**config.mk**
```make
export PLATFORM = sky130hd
export DESIGN_NAME = bitbang_rom_resp
export DESIGN_NICKNAME = d
export VERILOG_FILES = /design/src/rtl/brr_pkg.sv /design/src/rtl/brr_line_decode.sv /design/src/rtl/brr_rom.sv /design/src/rtl/brr_seq.sv /design/src/rtl/bitbang_rom_resp.sv
export SDC_FILE = /design/constraint.sdc
export NUM_CORES = 1
export LEC_CHECK = 0
export BUFFER_PORTS_ARGS = -buffer_cell sky130_fd_sc_hd__buf_4
export CORE_MARGIN = 2
export CORE_UTILIZATION = 30
export CTS_CLUSTER_DIAMETER = 40
export DETAILED_ROUTE_END_ITERATION = 16
export PLACE_DENSITY = 0.52
export SKIP_CTS_REPAIR_TIMING = 1
export SYNTH_ARGS = -nofsm -noshare
export SYNTH_HDL_FRONTEND = slang
export SYNTH_SLANG_ARGS = --single-unit
export TNS_END_PERCENT = 10
```
**constraint.sdc**
```tcl
create_clock -name clk -period 3.5 [get_ports clk]
set_input_delay 1.05 -clock clk [delete_from_list [all_inputs] [get_ports clk]]
set_output_delay 1.05 -clock clk [all_outputs]
set_load 0.01 [all_outputs]
```
**src/rtl/brr_pkg.sv**
```systemverilog
package brr_pkg;

  // Preload pattern of one array entry.
  function automatic logic [31:0] seed_word(input int unsigned idx,
                                            input int unsigned mul,
                                            input int unsigned add);
    return 32'((idx * mul + add) & 32'hFF);
  endfunction

  // Shift a new bit into the LSB end of an 8-bit shifter.
  function automatic logic [7:0] push_lsb(input logic [7:0] v, input logic b);
    return {v[6:0], b};
  endfunction

endpackage

```
**src/rtl/brr_line_decode.sv**
```systemverilog
module brr_line_decode (
  input  logic upd_i,
  input  logic scl_i,
  input  logic sda_i,
  input  logic scl_q,
  input  logic sda_q,
  output logic start_ev,
  output logic stop_ev,
  output logic rise_ev,
  output logic steady
);
  logic cond;

  assign cond     = upd_i && scl_q && scl_i && (sda_q != sda_i);
  assign start_ev = cond && !sda_i;
  assign stop_ev  = cond && sda_i;
  assign rise_ev  = upd_i && !scl_q && scl_i;
  assign steady   = (sda_q == sda_i);
endmodule

```
**src/rtl/brr_rom.sv**
```systemverilog
module brr_rom #(
  parameter int AW       = 8,
  parameter int DW       = 8,
  parameter int SEED_MUL = 37,
  parameter int SEED_ADD = 90
) (
  input  logic          clk,
  input  logic          rst_n,
  input  logic [AW-1:0] raddr,
  output logic [DW-1:0] rdata
);
  import brr_pkg::*;
  localparam int DEPTH = 1 << AW;

  logic [DW-1:0] mem [DEPTH];

  // Loaded at reset, never written afterwards.
  always_ff @(posedge clk) begin
    if (!rst_n) begin
      for (int i = 0; i < DEPTH; i++) begin
        mem[i] <= DW'(seed_word(i, SEED_MUL, SEED_ADD));
      end
    end
  end

  assign rdata = mem[raddr];
endmodule

```
**src/rtl/brr_seq.sv**
```systemverilog
module brr_seq #(
  parameter int CW = 8,
  parameter int AW = 8,
  parameter int DW = 8
) (
  input  logic          clk,
  input  logic          rst_n,
  input  logic          upd_i,
  input  logic          scl_i,
  input  logic          sda_i,
  input  logic          start_ev,
  input  logic          stop_ev,
  input  logic          rise_ev,
  input  logic          steady,
  input  logic [DW-1:0] rom_rdata,
  output logic [AW-1:0] rom_raddr,
  output logic          scl_q,
  output logic          sda_q
);
  localparam int TW = $clog2(CW + AW + 2);
  localparam logic [TW-1:0] T_CMD_END  = TW'(CW);
  localparam logic [TW-1:0] T_ADDR_END = TW'(CW + AW);

  logic [TW-1:0] tick;
  logic [CW-1:0] cmd;
  logic [AW-1:0] addr;
  logic [DW-1:0] data;
  logic          ack;

  logic idle, in_cmd, in_addr, take_bit, is_read;

  assign idle      = (tick == '0) && !ack;
  assign in_cmd    = (tick != '0) && (tick <= T_CMD_END);
  assign in_addr   = (tick > T_CMD_END) && (tick <= T_ADDR_END);
  assign take_bit  = rise_ev && !ack && steady && !idle;
  assign is_read   = cmd[0];
  assign rom_raddr = {addr[AW-2:0], sda_i};

  always_ff @(posedge clk) begin
    if (!rst_n) begin
      tick  <= '0;
      cmd   <= '0;
      addr  <= '0;
      data  <= '0;
      ack   <= 1'b0;
      scl_q <= 1'b1;
      sda_q <= 1'b1;
    end else if (upd_i) begin
      scl_q <= scl_i;
      sda_q <= sda_i;
      if (start_ev) begin
        tick <= TW'(1);
        cmd  <= '0;
      end else if (stop_ev || idle) begin
        // level stored only
      end else if (rise_ev) begin
        if (ack) begin
          sda_q <= 1'b0;
          ack   <= 1'b0;
        end else if (steady) begin
          if (in_cmd) begin
            cmd  <= {cmd[CW-2:0], sda_i};
            tick <= tick + TW'(1);
            if (tick == T_CMD_END) ack <= 1'b1;
          end else if (in_addr) begin
            if (is_read) sda_q <= data[DW-1];
            addr <= rom_raddr;
            if (tick == T_ADDR_END) begin
              data <= rom_rdata;
              ack  <= 1'b1;
              tick <= '0;
            end else begin
              data <= {data[DW-2:0], 1'b0};
              tick <= tick + TW'(1);
            end
          end else begin
            sda_q <= 1'b0;
          end
        end
      end
    end
  end

  a_r1_reset_levels: assert property (@(posedge clk)
    $rose(rst_n) |-> (scl_q && sda_q && idle));
  a_r2_idle_holds: assert property (@(posedge clk) disable iff (!rst_n)
    (upd_i && idle && !start_ev) |=> (tick == '0));
  a_r3_start_restarts: assert property (@(posedge clk) disable iff (!rst_n)
    start_ev |=> (tick == TW'(1) && cmd == '0));
  a_r4_stop_keeps_count: assert property (@(posedge clk) disable iff (!rst_n)
    stop_ev |=> ($stable(tick) && $stable(ack)));
  a_r5_skew_no_bit: assert property (@(posedge clk) disable iff (!rst_n)
    (rise_ev && !steady && !ack) |=> ($stable(tick) && $stable(cmd) && $stable(addr)));
  a_r6_ack_drives_low: assert property (@(posedge clk) disable iff (!rst_n)
    (rise_ev && ack) |=> (!sda_q && !ack));
  a_r9_count_bound: assert property (@(posedge clk) disable iff (!rst_n)
    tick <= T_ADDR_END);
  a_r9_addr_end: assert property (@(posedge clk) disable iff (!rst_n)
    (take_bit && tick == T_ADDR_END) |=> (ack && tick == '0));
  a_r11_hold: assert property (@(posedge clk) disable iff (!rst_n)
    !upd_i |=> ($stable(sda_q) && $stable(scl_q)));
endmodule

```
**src/rtl/bitbang_rom_resp.sv**
```systemverilog
module bitbang_rom_resp #(
  parameter int CW       = 8,
  parameter int AW       = 8,
  parameter int DW       = 8,
  parameter int SEED_MUL = 37,
  parameter int SEED_ADD = 90
) (
  input  logic clk,
  input  logic rst_n,
  input  logic upd_i,
  input  logic scl_i,
  input  logic sda_i,
  output logic sda_o
);
  logic          start_ev, stop_ev, rise_ev, steady;
  logic          scl_q, sda_q;
  logic [AW-1:0] rom_raddr;
  logic [DW-1:0] rom_rdata;

  brr_line_decode u_dec (
    .upd_i(upd_i), .scl_i(scl_i), .sda_i(sda_i),
    .scl_q(scl_q), .sda_q(sda_q),
    .start_ev(start_ev), .stop_ev(stop_ev), .rise_ev(rise_ev), .steady(steady)
  );

  brr_rom #(.AW(AW), .DW(DW), .SEED_MUL(SEED_MUL), .SEED_ADD(SEED_ADD)) u_rom (
    .clk(clk), .rst_n(rst_n), .raddr(rom_raddr), .rdata(rom_rdata)
  );

  brr_seq #(.CW(CW), .AW(AW), .DW(DW)) u_seq (
    .clk(clk), .rst_n(rst_n), .upd_i(upd_i), .scl_i(scl_i), .sda_i(sda_i),
    .start_ev(start_ev), .stop_ev(stop_ev), .rise_ev(rise_ev), .steady(steady),
    .rom_rdata(rom_rdata), .rom_raddr(rom_raddr), .scl_q(scl_q), .sda_q(sda_q)
  );

  assign sda_o = sda_q;
endmodule

```
Yosys cells after proc, flatten, opt, wreduce, memory -nomap -nowiden --
Memories as Yosys holds them, arrays and structs flattened. Cells that the tools add are included.
Cells by class: $lt $le $gt $ge 3, equality and inequality tests 6, mux-type cells 30, bitwise operators 4, add/subtract/negate cells 1, reduce and logical (&&, ||, !) cells 24
Operators with widths (number):
- $mux W5 | 8
- $mux W1 | 21
- $reduce_and A6 Y1 | 2
- $logic_and A1 B1 Y1 | 10
- $mux W8 | 1
- $reduce_and A8 Y1 | 1
- $reduce_bool A2 Y1 | 3
- $add A5 B1 Y5 const B | 1
- $eq A5 B4 Y1 const B | 1
- $eq A5 B5 Y1 const B | 1
- $gt A5 B4 Y1 const B | 1
- $le A5 B4 Y1 const B | 1
- $le A5 B5 Y1 const B | 1
- $logic_not A5 Y1 | 1
- $reduce_bool A5 Y1 | 1
- $ne A2 B2 Y1 const B | 2
- $not A1 Y1 | 4
- $reduce_and A4 Y1 | 1
- $logic_not A1 Y1 | 3
- $reduce_bool A3 Y1 | 1
- $eq A1 B1 Y1 | 1
- $logic_or A1 B1 Y1 | 1
- $ne A1 B1 Y1 | 1
Word-level totals: memories kept 1, output and inout port bits 1, bits in registers 24, RAM bits 2048, input port bits 5
Memories:
- u_rom.mem | depth 256, bits a word 8, rd ports 1, clocked after Yosys merged registers in 0, write ports 256, RTL line brr_rom.sv:15 | logic [DW-1:0] mem [DEPTH];

Longest topological paths before layout --
Gate-level depths: netlist of the first run.
depth after elaboration 9, depth in mapped cells 11, depth with buffers taken out 8

By module --
A second synthesis of the first run with hierarchy kept.
Second synthesis, totals: cell total of the unflattened synthesis 314, area, all modules 2506.2 µm²
By module, submodules not included:
- brr_seq | seq. area each 480.5 µm², times used 1, cells an instance 140, area each 1306.3 µm²
- brr_rom | seq. area each 0.0 µm², times used 1, cells an instance 168, area each 1148.6 µm²
- brr_line_decode | seq. area each 0.0 µm², times used 1, cells an instance 6, area each 51.3 µm²

Worst setup path before layout of the first run --
OpenSTA, ideal clock, no wires.
kind input-to-reg, start point input port sda_i, end point register u_seq.data[7], required time 3397 ps, path slack 341 ps, stages on the path 9, setup time 103 ps, arrival 3055 ps, cells stage by stage clkbuf_1 -> inv_1 -> ha_1 -> mux2_2 -> mux4_2 -> nand2b_4 -> a31oi_2 -> a21oi_1 -> a2111oi_2
On the way: word-level cells in the longest chain between the ends 6
Ends and longest elaborated chain:
- start: declaration | RTL line bitbang_rom_resp.sv:12 | input logic sda_i,
- parallel branches: the longest is 6 deep, another holds $mem_v2 Z256 W8
- end signal: assignment | RTL line brr_seq.sv:69 | data <= rom_rdata;
- end signal: assignment | RTL line brr_seq.sv:73 | data <= {data[DW-2:0], 1'b0};
- end: declaration | RTL line brr_seq.sv:27 | logic [DW-1:0] data;
Several ways; the timed one is not identified. A chain may end at the register's enable or synchronous reset.

Final worst setup path of the first run --
Same ends and word-level chain as after synthesis.

==> results of run 1 <==
per-stage QoR:
step                      hold slack [ns]  total power [uW]  cells
after floorplan                     0.441               317    280
after global placement              0.457               332    359
after detailed placement            0.459               333    359
after CTS                           0.472               526    363
after global routing                0.510               545    363
final                               0.468               518    363
layer usage:
metal	track usage [%]	part of all wire [%]
met5	0	0
met3	2.45	4.3
met4	3.08	0.47
met1	21.4	48
met2	22.7	47
power by group through the flow:
stage	Combinational [uW]	Clock (uW)	Sequential, uW
2_1_floorplan	33.5	0	284
3_3_place_gp	47.9	0	284
3_5_place_dp	48.9	0	284
4_1_cts	49.1	199	277
5_1_grt	54.7	212	278
6_report	48.7	192	277
state kept, by name, summed over array words and instances (netlist names):
signal,flops
u_seq.data,8
u_seq.cmd,1
u_seq.sda_q,1
u_seq.ack,1
u_seq.addr,7
u_seq.scl_q,1
u_seq.tick,5
cell usage after synthesis, types with 5 or more instances:
cell type / n
o21ai_0: 18
nand3_1: 11
nand2b_1: 6
a21oi_1: 22
nor2_1: 19
o211ai_1: 5
buf_2: 8
nor3_1: 6
clkbuf_1: 14
nor2b_1: 6
ha_1: 10
nand2_1: 39
dfxtp_1: 24
a21boi_0: 5
a211oi_1: 6
inv_1: 10
cells by family after synthesis:
kind of cell             share of synthesized area [%]
AND/OR/NAND/NOR                                   26.5
buffers and inverters                             7.06
adder cells (fa/ha/maj)                           5.93
flip-flops                                        22.8
AO/OA/AOI/OAI                                     29.0
XOR/XNOR                                          2.08
multiplexers                                      6.65
final cells by class:
| cell class | instances | area, um^2 |
|---|---|---|
| Tap cell | 96 | 120 |
| Sequential cell | 24 | 480 |
| Fill cell | 728 | 4570 |
| Timing Repair Buffer | 7 | 52.6 |
| Inverter | 11 | 41.3 |
| Clock buffer | 4 | 55.1 |
| Multi-Input combinational cell | 221 | 1480 |
worst max-delay path, stage by stage:
cell and delay (ns):
buf_4 0.20, inv_1 0.12, ha_1 0.25, mux2_2 0.31, mux4_2 0.47, nand2b_4 0.15, a31oi_2 0.13, a21oi_1 0.10
a2111oi_2 0.37
final timing paths:
| path | end | slack (ns) | cells after the start |
|---|---|---|---|
| worst min-delay path | u_seq.data[0]$_SDFFE_PN0P_ | 0.47 | 2 |
| worst max-delay path | u_seq.data[7]$_SDFFE_PN0P_ | 0.52 | 9 |
| worst min register to register | u_seq.data[0]$_SDFFE_PN0P_ | 0.47 | 2 |
| worst max register to register | u_seq.data[7]$_SDFFE_PN0P_ | 0.92 | 7 |
==> results_dict.tcl, run 1 <==
set metrics [dict create \
    fp-row-count 30 \
    power_leakage_uw 0.000702 \
    vdd_ir_drop_max_uv 148 \
    grt_setup_unrepaired "false" \
    cts_num_sinks 24 \
    worst_slack_ns 0.516 \
    cts_tree "yes" \
    drive_above_1_share_pct 8.99 \
    yosysWarningCount 0 \
    power.combinational.fraction_pct 9.4 \
    finalHoldViolCount 0 \
    port_buffers 5 \
    postSynth.topFlopCell "dfxtp_1" \
    final_instance_area_um2 2230 \
    netSwitchingFraction_pct 23.8 \
    cp-end-kind "flip-flop" \
    pwr-share-clk_pct 37.1 \
    initial_utilization_pct 31.0 \
    synth_edf_count 0 \
    routed_wire_length_per_instance_um 14.5 \
    postRouteAntennaNets 0 \
    synth_area_per_cell_um2 7.53 \
    cts_root_buf "clkbuf_8" \
    internal_power_uw 395 \
    area_delta_synth_final_pct 5.70 \
    final_core_utilization_pct 32.8 \
    placeable_core_region_um2 6790 \
    timing.final.crit_share_pct 85.3 \
    htree_levels 1 \
    total_switching_power_uw 123 \
    run_status "finished clean" \
    ys_seq_area_share_pct 22.8 \
    power_per_cell_area_nw_per_um2 233 \
    relSlewSlack_pct 37.0 \
    finalMaxSlewViolations 0 \
    antenna_violations_before_repair 0 \
    path_class "in -> reg" \
    totalWireLength_um 5270 \
    grt_pass1_wl_um 9260 \
    holdCritPathClass "reg -> reg" \
    worstSkewPairLatency_ns 0.27 \
    numCtsBuffers 3 \
    grt_pass1_vias 1933 \
    num_vias 1980 \
    fmax_mhz 335 \
    cells_after_synthesis 280 \
    drt-initial-drc-count 114 \
    setup-violations-final 0 \
    synthesis.nets 295 \
    synth.lib_cells_used.distinct 63 \
    pre_cts_ws_ns 0.248 \
    period_needed_ns 2.98 \
    synth_area_um2 2110 \
    cp.arrival_ns 3.15 \
    finalSetupTns_ns 0 \
    synthDominantAreaCellType "dfxtp_1" \
    first_pass_iters 4 \
    seq_power_share_pct 53.5 \
    io-pin-count 6 \
    post_dp_cell_area_um2 2170 \
    drc_errors 0 \
    synth-seq-cells 24 \
    layout_common_cells "nand2_1 (39), dfxtp_1 (24), a21oi_1 (22), nor2_1 (19), o21ai_0 (18)" \
    num-nets-final 283 \
    worst_slew_pin_slew_ns 0.944 \
    layout_commonest_cell "nand2_1" \
    dp_hpwl_um 3690 \
    synth.top_cells.by_area "dfxtp_1 (23%), nand2_1 (6.9%), ha_1 (5.9%)" \
    post-synth-top-area-fraction_pct 22.8 \
    min_from "u_seq.data[0]$_SDFFE_PN0P_" \
    gpl.final_weighted_congestion 0.822 \
    crit_path_start "sda_i" \
    crit_fanout 15 \
    skew_ns 0.00799 \
    critical_path.startpoint_type "primary input" \
    maxCapViolations 0 \
    dieArea_um2 7710 \
    die_h_um 87.8 \
    cts.path.max_buffers 2 \
    cts.reportedPaths.clkPinSlew_ns 0.09 \
    crit-reg2reg-launch "u_seq.addr[2]$_SDFFE_PN0P_" \
    all_layer_gr_usage_pct 14.7 \
    die_width_um 87.8 \
    grt_max_degree 29 \
    synthArstFlopShare_pct 0 \
    antenna_cells 0 \
    cp.required_ns 3.66 \
    via_per_inst 5.45 \
    grt-ovfl-total 0 \
]
(Power assumes the default switching activity.)
==> inputs of run 2 (changes only) <==
--- a/config.mk
+++ b/config.mk
@@ -7,10 +7,10 @@
 export LEC_CHECK = 0
 export BUFFER_PORTS_ARGS = -buffer_cell sky130_fd_sc_hd__buf_4
 export CORE_MARGIN = 2
-export CORE_UTILIZATION = 30
+export CORE_UTILIZATION = 55
 export CTS_CLUSTER_DIAMETER = 40
 export DETAILED_ROUTE_END_ITERATION = 16
-export PLACE_DENSITY = 0.52
+export PLACE_DENSITY = 0.8
 export SKIP_CTS_REPAIR_TIMING = 1
 export SYNTH_ARGS = -nofsm -noshare
 export SYNTH_HDL_FRONTEND = slang
==> run 2 against run 1 <==
  * Fmax up 2.2%
  * Clock-buffer cell count is the same
  * Global-route usage up 9.1 points
  * Non-clock buffer count grew 1
  * Critical path type unchanged
  * Critical endpoint unchanged
  * Largest cell class unchanged
==> results_dict.tcl, run 2 (same netlist as run 1, synthesis figures left out) <==
set metrics [dict create \
    worst_slew_pin_slew_ns 0.967 \
    num_vias 2013 \
    setup-violations-final 0 \
    num-nets-final 284 \
    drc_errors 0 \
    grtUsageMet2_pct 34.5 \
    path_class "in -> reg" \
    antenna_cells 0 \
    worstSkewPairLatency_ns 0.27 \
    internal_power_uw 395 \
    htree_levels 1 \
    power_leakage_uw 0.000708 \
    area_delta_synth_final_pct 3.20 \
    power_per_cell_area_nw_per_um2 237 \
    cp.required_ns 3.68 \
    final_cells 316 \
    netSwitchingFraction_pct 23.3 \
    fmax_mhz 343 \
    numCtsBuffers 3 \
    initial_utilization_pct 57.6 \
    critical_path.cell_chain "buf_4 > inv_1 > ha_1 > mux2_2 > mux4_2 > nand2b_4 > a31oi_2 > a21oi_1 > a2111oi_2" \
    timing.final.crit_share_pct 83.4 \
    grt_pass1_vias 1652 \
    placeable_core_region_um2 3660 \
    dieArea_um2 4340 \
    die_width_um 65.9 \
    drive_above_1_share_pct 9.33 \
    cts_num_sinks 24 \
    skew_ns 0.00411 \
    pwr-share-clk_pct 36.9 \
    finalSetupTns_ns 0 \
    groute.layer.met3.usage_pct 3.75 \
    cp-end-kind "flip-flop" \
    grt-ovfl-total 0 \
    top_regs "u_seq.data (8), u_seq.addr (7), u_seq.tick (5)" \
    layout_commonest_cell "nand2_1" \
    all_layer_gr_usage_pct 23.8 \
    cts.path.max_buffers 2 \
    cts_root_buf "clkbuf_8" \
    area_of_the_multi_input_gates_um2 1480 \
    critical_path.startpoint_type "primary input" \
    relSlewSlack_pct 35.4 \
    worst_path_max_delay_cell "mux4_2" \
    die_h_um 65.9 \
    cts_tree "yes" \
    crit_fanout 15 \
    global_route.usage.met1_pct 36.0 \
    period_needed_ns 2.92 \
    gr-max-usage-layer "met1" \
    largest_register_ffs 8 \
    postRouteAntennaNets 0 \
    dp_hpwl_um 3360 \
    power.combinational.fraction_pct 9.2 \
    via_per_inst 6.37 \
    io-pin-count 6 \
    totalWireLength_um 4750 \
    cp.arrival_ns 3.10 \
    drt-initial-drc-count 121 \
    grt_setup_unrepaired "false" \
    holdCritPathClass "reg -> reg" \
    vdd_ir_drop_max_uv 291 \
    layout.area.seq_um2 480 \
    first_pass_iters 4 \
    cts.reportedPaths.clkPinSlew_ns 0.08 \
    delay_contributed_by_the_slowest_stage_of_the_critical_path_ns 0.46 \
    grt_pass1_wl_um 8140 \
    routed_wire_length_per_instance_um 15.0 \
    seq_power_share_pct 53.8 \
    layout_common_cells "nand2_1 (39), dfxtp_1 (24), a21oi_1 (22), nor2_1 (19), o21ai_0 (18)" \
    antenna_violations_before_repair 0 \
    finalHoldViolCount 0 \
    total_switching_power_uw 120 \
    grt_max_degree 29 \
    gpl.final_weighted_congestion 0.917 \
    port_buffers 5 \
    finalMaxSlewViolations 0 \
    maxCapViolations 0 \
    fp-row-count 22 \
    dp_cells 312 \
    largest-register "u_seq.data" \
    layout.filler_cells 334 \
    run_status "finished clean" \
    final_core_utilization_pct 59.4 \
]
-- run 2: layer usage --
layer / routed length (um) / vias up
li1: - / 1003
met1: 2210 / 918
met2: 2160 / 83
met3: 296 / 9
met4: 81 / 0
met5: 0 / -
-- run 2: worst max-delay path, delay by kind of cell --
kind                     cells  cell delay [ns]
multiplexers                 2             0.77
adder cells (fa/ha/maj)      1             0.25
buffers and inverters        2             0.30
AO/OA/AOI/OAI                3             0.57
AND/OR/NAND/NOR              1             0.15
-- run 2: power groups by stage --
stage                     logic (uW)  clock network, uW  registers, uW
after floorplan                 33.5                  0            284
after global placement          46.2                  0            284
after detailed placement        47.1                  0            284
after CTS                       47.2                194            277
after global routing            52.4                203            278
final                           47.6                190            277
-- run 2: area by class of cell --
cell class / instances / area share (%)
timing repair buffer: 8 / 2.76
clock buffer: 4 / 2.53
multi-input combinational: 221 / 68.0
inverter: 11 / 1.90
sequential: 24 / 22.1
tap: 48 / 2.76
-- run 2: path summary, 6_finish.rpt --
path | from | end | slack (ns) | depth (start not counted)
max | sda_i | u_seq.data[7]$_SDFFE_PN0P_ | 0.58 | 9
min | u_seq.data[2]$_SDFFE_PN0P_ | u_seq.data[2]$_SDFFE_PN0P_ | 0.47 | 2
max reg2reg | u_seq.addr[0]$_SDFFE_PN0P_ | u_seq.data[6]$_SDFFE_PN0P_ | 0.73 | 7
min reg2reg | u_seq.data[2]$_SDFFE_PN0P_ | u_seq.data[2]$_SDFFE_PN0P_ | 0.47 | 2
-- run 2: per-stage QoR --
step / hold WS [ns] / cell area [um^2] / setup slack, ns / total power, uW
after global placement: 0.450 / 2120 / 0.354 / 330
after global routing: 0.493 / 2180 / 0.381 / 533
final: 0.468 / 2180 / 0.581 / 515
after CTS: 0.466 / 2180 / 0.589 / 519
after floorplan: 0.441 / 2110 / 0.341 / 317
after detailed placement: 0.455 / 2120 / 0.286 / 331
==> inputs of run 3 (changes only) <==
--- a/config.mk
+++ b/config.mk
@@ -5,12 +5,13 @@
 export SDC_FILE = /design/constraint.sdc
 export NUM_CORES = 1
 export LEC_CHECK = 0
+export ABC_AREA = 1
 export BUFFER_PORTS_ARGS = -buffer_cell sky130_fd_sc_hd__buf_4
 export CORE_MARGIN = 2
 export CORE_UTILIZATION = 55
 export CTS_CLUSTER_DIAMETER = 40
 export DETAILED_ROUTE_END_ITERATION = 16
-export PLACE_DENSITY = 0.8
+export PLACE_DENSITY = 0.82
 export SKIP_CTS_REPAIR_TIMING = 1
 export SYNTH_ARGS = -nofsm -noshare
 export SYNTH_HDL_FRONTEND = slang
==> constraint.sdc (replaced) <==
create_clock -name clk -period 2.6 [get_ports clk]
set_input_delay 0.78 -clock clk [delete_from_list [all_inputs] [get_ports clk]]
set_output_delay 0.78 -clock clk [all_outputs]
set_load 0.01 [all_outputs]
==> run 3 against run 2 <==
  * Critical endpoint is now u_seq.data[6]$_SDFFE_PN0P_
  * Largest cell class unchanged
  * Hold slack improved by 0.018 ns
  * Largest power group unchanged
  * Wire length grew 9.5%
  * Die area is 4.4% higher
==> results_dict.tcl, run 3 <==
set metrics [dict create \
    netSwitchingFraction_pct 23.3 \
    min_path_cells 2 \
    cp-end-kind "flip-flop" \
    cts.reportedPaths.clkPinSlew_ns 0.09 \
    total_switching_power_uw 183 \
    largest-register "u_seq.data" \
    finalHoldViolCount 0 \
    num_vias 2149 \
    initial_utilization_pct 56.0 \
    timing.final.crit_share_pct 79.1 \
    met3_wirelength_um 248 \
    post-synth-top-area-fraction_pct 21.8 \
    min_from "u_seq.addr[6]$_SDFFE_PN0P_" \
    synthesis.nets 336 \
    maxCapViolations 0 \
    htree_levels 1 \
    run_status "finished clean" \
    worst_r2r_endpoint "u_seq.data[6]$_SDFFE_PN0P_" \
    port_buffers 5 \
    postSynth.topFlopCell "dfxtp_1" \
    seq_power_share_pct 47.7 \
    period_needed_ns 2.06 \
    r2r_cells 13 \
    setup-violations-final 0 \
    all_layer_gr_usage_pct 25.6 \
    antenna_violations_before_repair 0 \
    totalWireLength_um 5200 \
    numCtsBuffers 3 \
    io-pin-count 6 \
    synth.lib_cells_used.distinct 37 \
    fmax_mhz 486 \
    critical_path.cell_chain "inv_2 > ha_1 > nand2_1 > nand3_1 > nand2_1 > nand2_1 > nand2_1 > inv_2 > nand2_1 > nand2_1 > nand2_1 > nand3_1 > a21oi_2" \
    drive_above_1_share_pct 19.2 \
    dp_cells 363 \
    synthArstFlopShare_pct 0 \
    yosysWarningCount 0 \
    relSlewSlack_pct 56.6 \
    fp-row-count 23 \
    top_regs "u_seq.data (8), u_seq.addr (7), u_seq.tick (5)" \
    synthDominantAreaCellType "dfxtp_1" \
    vdd_ir_drop_max_uv 284 \
    die_width_um 67.3 \
    wl_met2_um 2570 \
    cts.path.max_buffers 2 \
    synth.top_cells.by_count "nand2_1 (74), nand3_1 (57), a21oi_1 (25)" \
    worstHoldEndpoint "u_seq.addr[6]$_SDFFE_PN0P_" \
    worst_path_max_delay_cell "dfxtp_1" \
    reg2reg_setup_slack_ns 0.54 \
    routed_wire_length_per_instance_um 14.2 \
    critical_path.startpoint_type "flip-flop" \
    drc_errors 0 \
    holdCritPathClass "reg -> reg" \
    cells_after_synthesis 321 \
    grt_setup_unrepaired "false" \
    top_routing_layer_used "met4" \
    synth_most_common_cell "nand2_1" \
    cp.required_ns 2.77 \
    grt_pass1_wl_um 8800 \
    crit-reg2reg-launch "u_seq.addr[0]$_SDFFE_PN0P_" \
    cts_root_buf "clkbuf_8" \
    layout_common_cells "nand2_1 (74), nand3_1 (57), a21oi_1 (25), dfxtp_1 (24), inv_1 (20)" \
    drt-initial-drc-count 226 \
    worst_slew_pin_slew_ns 0.650 \
    postRouteAntennaNets 0 \
    dieArea_um2 4540 \
    synth-seq-cells 24 \
    final_cells 367 \
    largest_register_ffs 8 \
    cp.arrival_ns 2.23 \
    path_class "reg -> reg" \
    num-nets-final 333 \
    finalMaxSlewViolations 0 \
    skew_ns 0.00489 \
    dp_hpwl_um 3810 \
    grt_pass1_vias 2002 \
    finalSetupTns_ns 0 \
    synth_area_um2 2210 \
    antenna_cells 0 \
    synth_area_per_cell_um2 6.88 \
    die_h_um 67.3 \
    cts_num_sinks 24 \
    layout_commonest_cell "nand2_1" \
    pwr-share-clk_pct 42.8 \
    cts_tree "yes" \
    synth_edf_count 0 \
    crit_fanout 9 \
    gpl.final_weighted_congestion 0.996 \
    final_core_utilization_pct 57.6 \
    power_per_cell_area_nw_per_um2 346 \
    synth.top_cells.by_area "dfxtp_1 (22%), nand3_1 (13%), nand2_1 (13%)" \
    worstSkewPairLatency_ns 0.28 \
    area_delta_synth_final_pct 2.95 \
    crit_path_frequent_cell "nand2_1" \
    power_leakage_uw 0.000988 \
    first_pass_iters 4 \
    detail_route.wirelength.met1_um 2230 \
    placeable_core_region_um2 3940 \
    grt-ovfl-total 0 \
    via_per_inst 5.86 \
    ys_seq_area_share_pct 21.8 \
    delay_contributed_by_the_slowest_stage_of_the_critical_path_ns 0.61 \
    hold_slack_ns 0.486 \
    grt_max_degree 27 \
    internal_power_uw 604 \
    power.combinational.fraction_pct 9.6 \
]
==> run 3: cell count changes after synthesis, sizes merged, moves of 5 or more <==
cell    delta
nor2b      -6
o21ai     +14
nand2     +48
nand2b     -7
a21oi      +8
nand3     +52
clkbuf    -14
nor3       -7
inv       +18
a21boi     -5
nor2      -11
buf        +7
==> run 3: stage by stage <==
stage | instance area (um^2) | setup WS (ns) | total power [uW]
after floorplan | 2210 | 0.558 | 439
after global placement | 2200 | 0.335 | 457
after detailed placement | 2200 | 0.295 | 459
after CTS | 2270 | 0.585 | 797
after global routing | 2270 | 0.335 | 816
final | 2270 | 0.543 | 787
==> run 3: layer usage <==
layer	GRT usage, %	vias to the layer above
met5	0	-
met1	29.2	983
met4	13.0	0
li1	-	1083
met3	4.17	17
met2	45.8	66
==> run 3: worst max-delay path: cells and delay by family, from the launching register on <==
family	cells	cell delay, ns
simple gates	9	0.68
fa+ha+maj	1	0.37
flops	1	0.61
buf+inv	2	0.24
compound gates	1	0.05
==> run 3: area by class of cell <==
type | instances | area [um^2]
Tap cell | 50 | 62.6
Fill cell | 382 | 1670
Multi-Input combinational cell | 251 | 1470
Sequential cell | 24 | 480
Timing Repair Buffer | 9 | 67.6
Clock buffer | 3 | 41.3
Inverter | 29 | 116
Clock inverter | 1 | 30.0
==> run 3: worst max-delay path by stage <==
stage / startpoint / cells after the start / to / slack [ns]
after floorplan: sda_i / 14 / u_seq.data[6]$_SDFFE_PN0P_ / 0.56
after global placement: sda_i / 14 / u_seq.data[6]$_SDFFE_PN0P_ / 0.34
after detailed placement: sda_i / 11 / u_seq.data[6]$_SDFFE_PN0P_ / 0.30
after CTS: sda_i / 14 / u_seq.data[6]$_SDFFE_PN0P_ / 0.59
after global routing: u_seq.addr[0]$_SDFFE_PN0P_ / 12 / u_seq.data[6]$_SDFFE_PN0P_ / 0.34
final: u_seq.addr[0]$_SDFFE_PN0P_ / 13 / u_seq.data[6]$_SDFFE_PN0P_ / 0.54
==> run 3: cell families after synthesis <==
logic type               after synthesis  share of synthesized area [%]
XOR/XNOR                               2                           1.13
AND/OR/NAND/NOR                      163                           37.2
AO/OA/AOI/OAI                         76                           22.7
adder cells (fa/ha/maj)               10                           5.67
buffers and inverters                 46                           11.5
flip-flops                            24                           21.8
==> run 3: power by group through the flow <==
stage	clock, uW	combinational [uW]	sequential, uW
global route	357	83.9	376
CTS	346	75.2	375
floorplan	0	55.6	384
detailed placement	0	74.5	384
global placement	0	73.1	384
finish	336	75.2	375
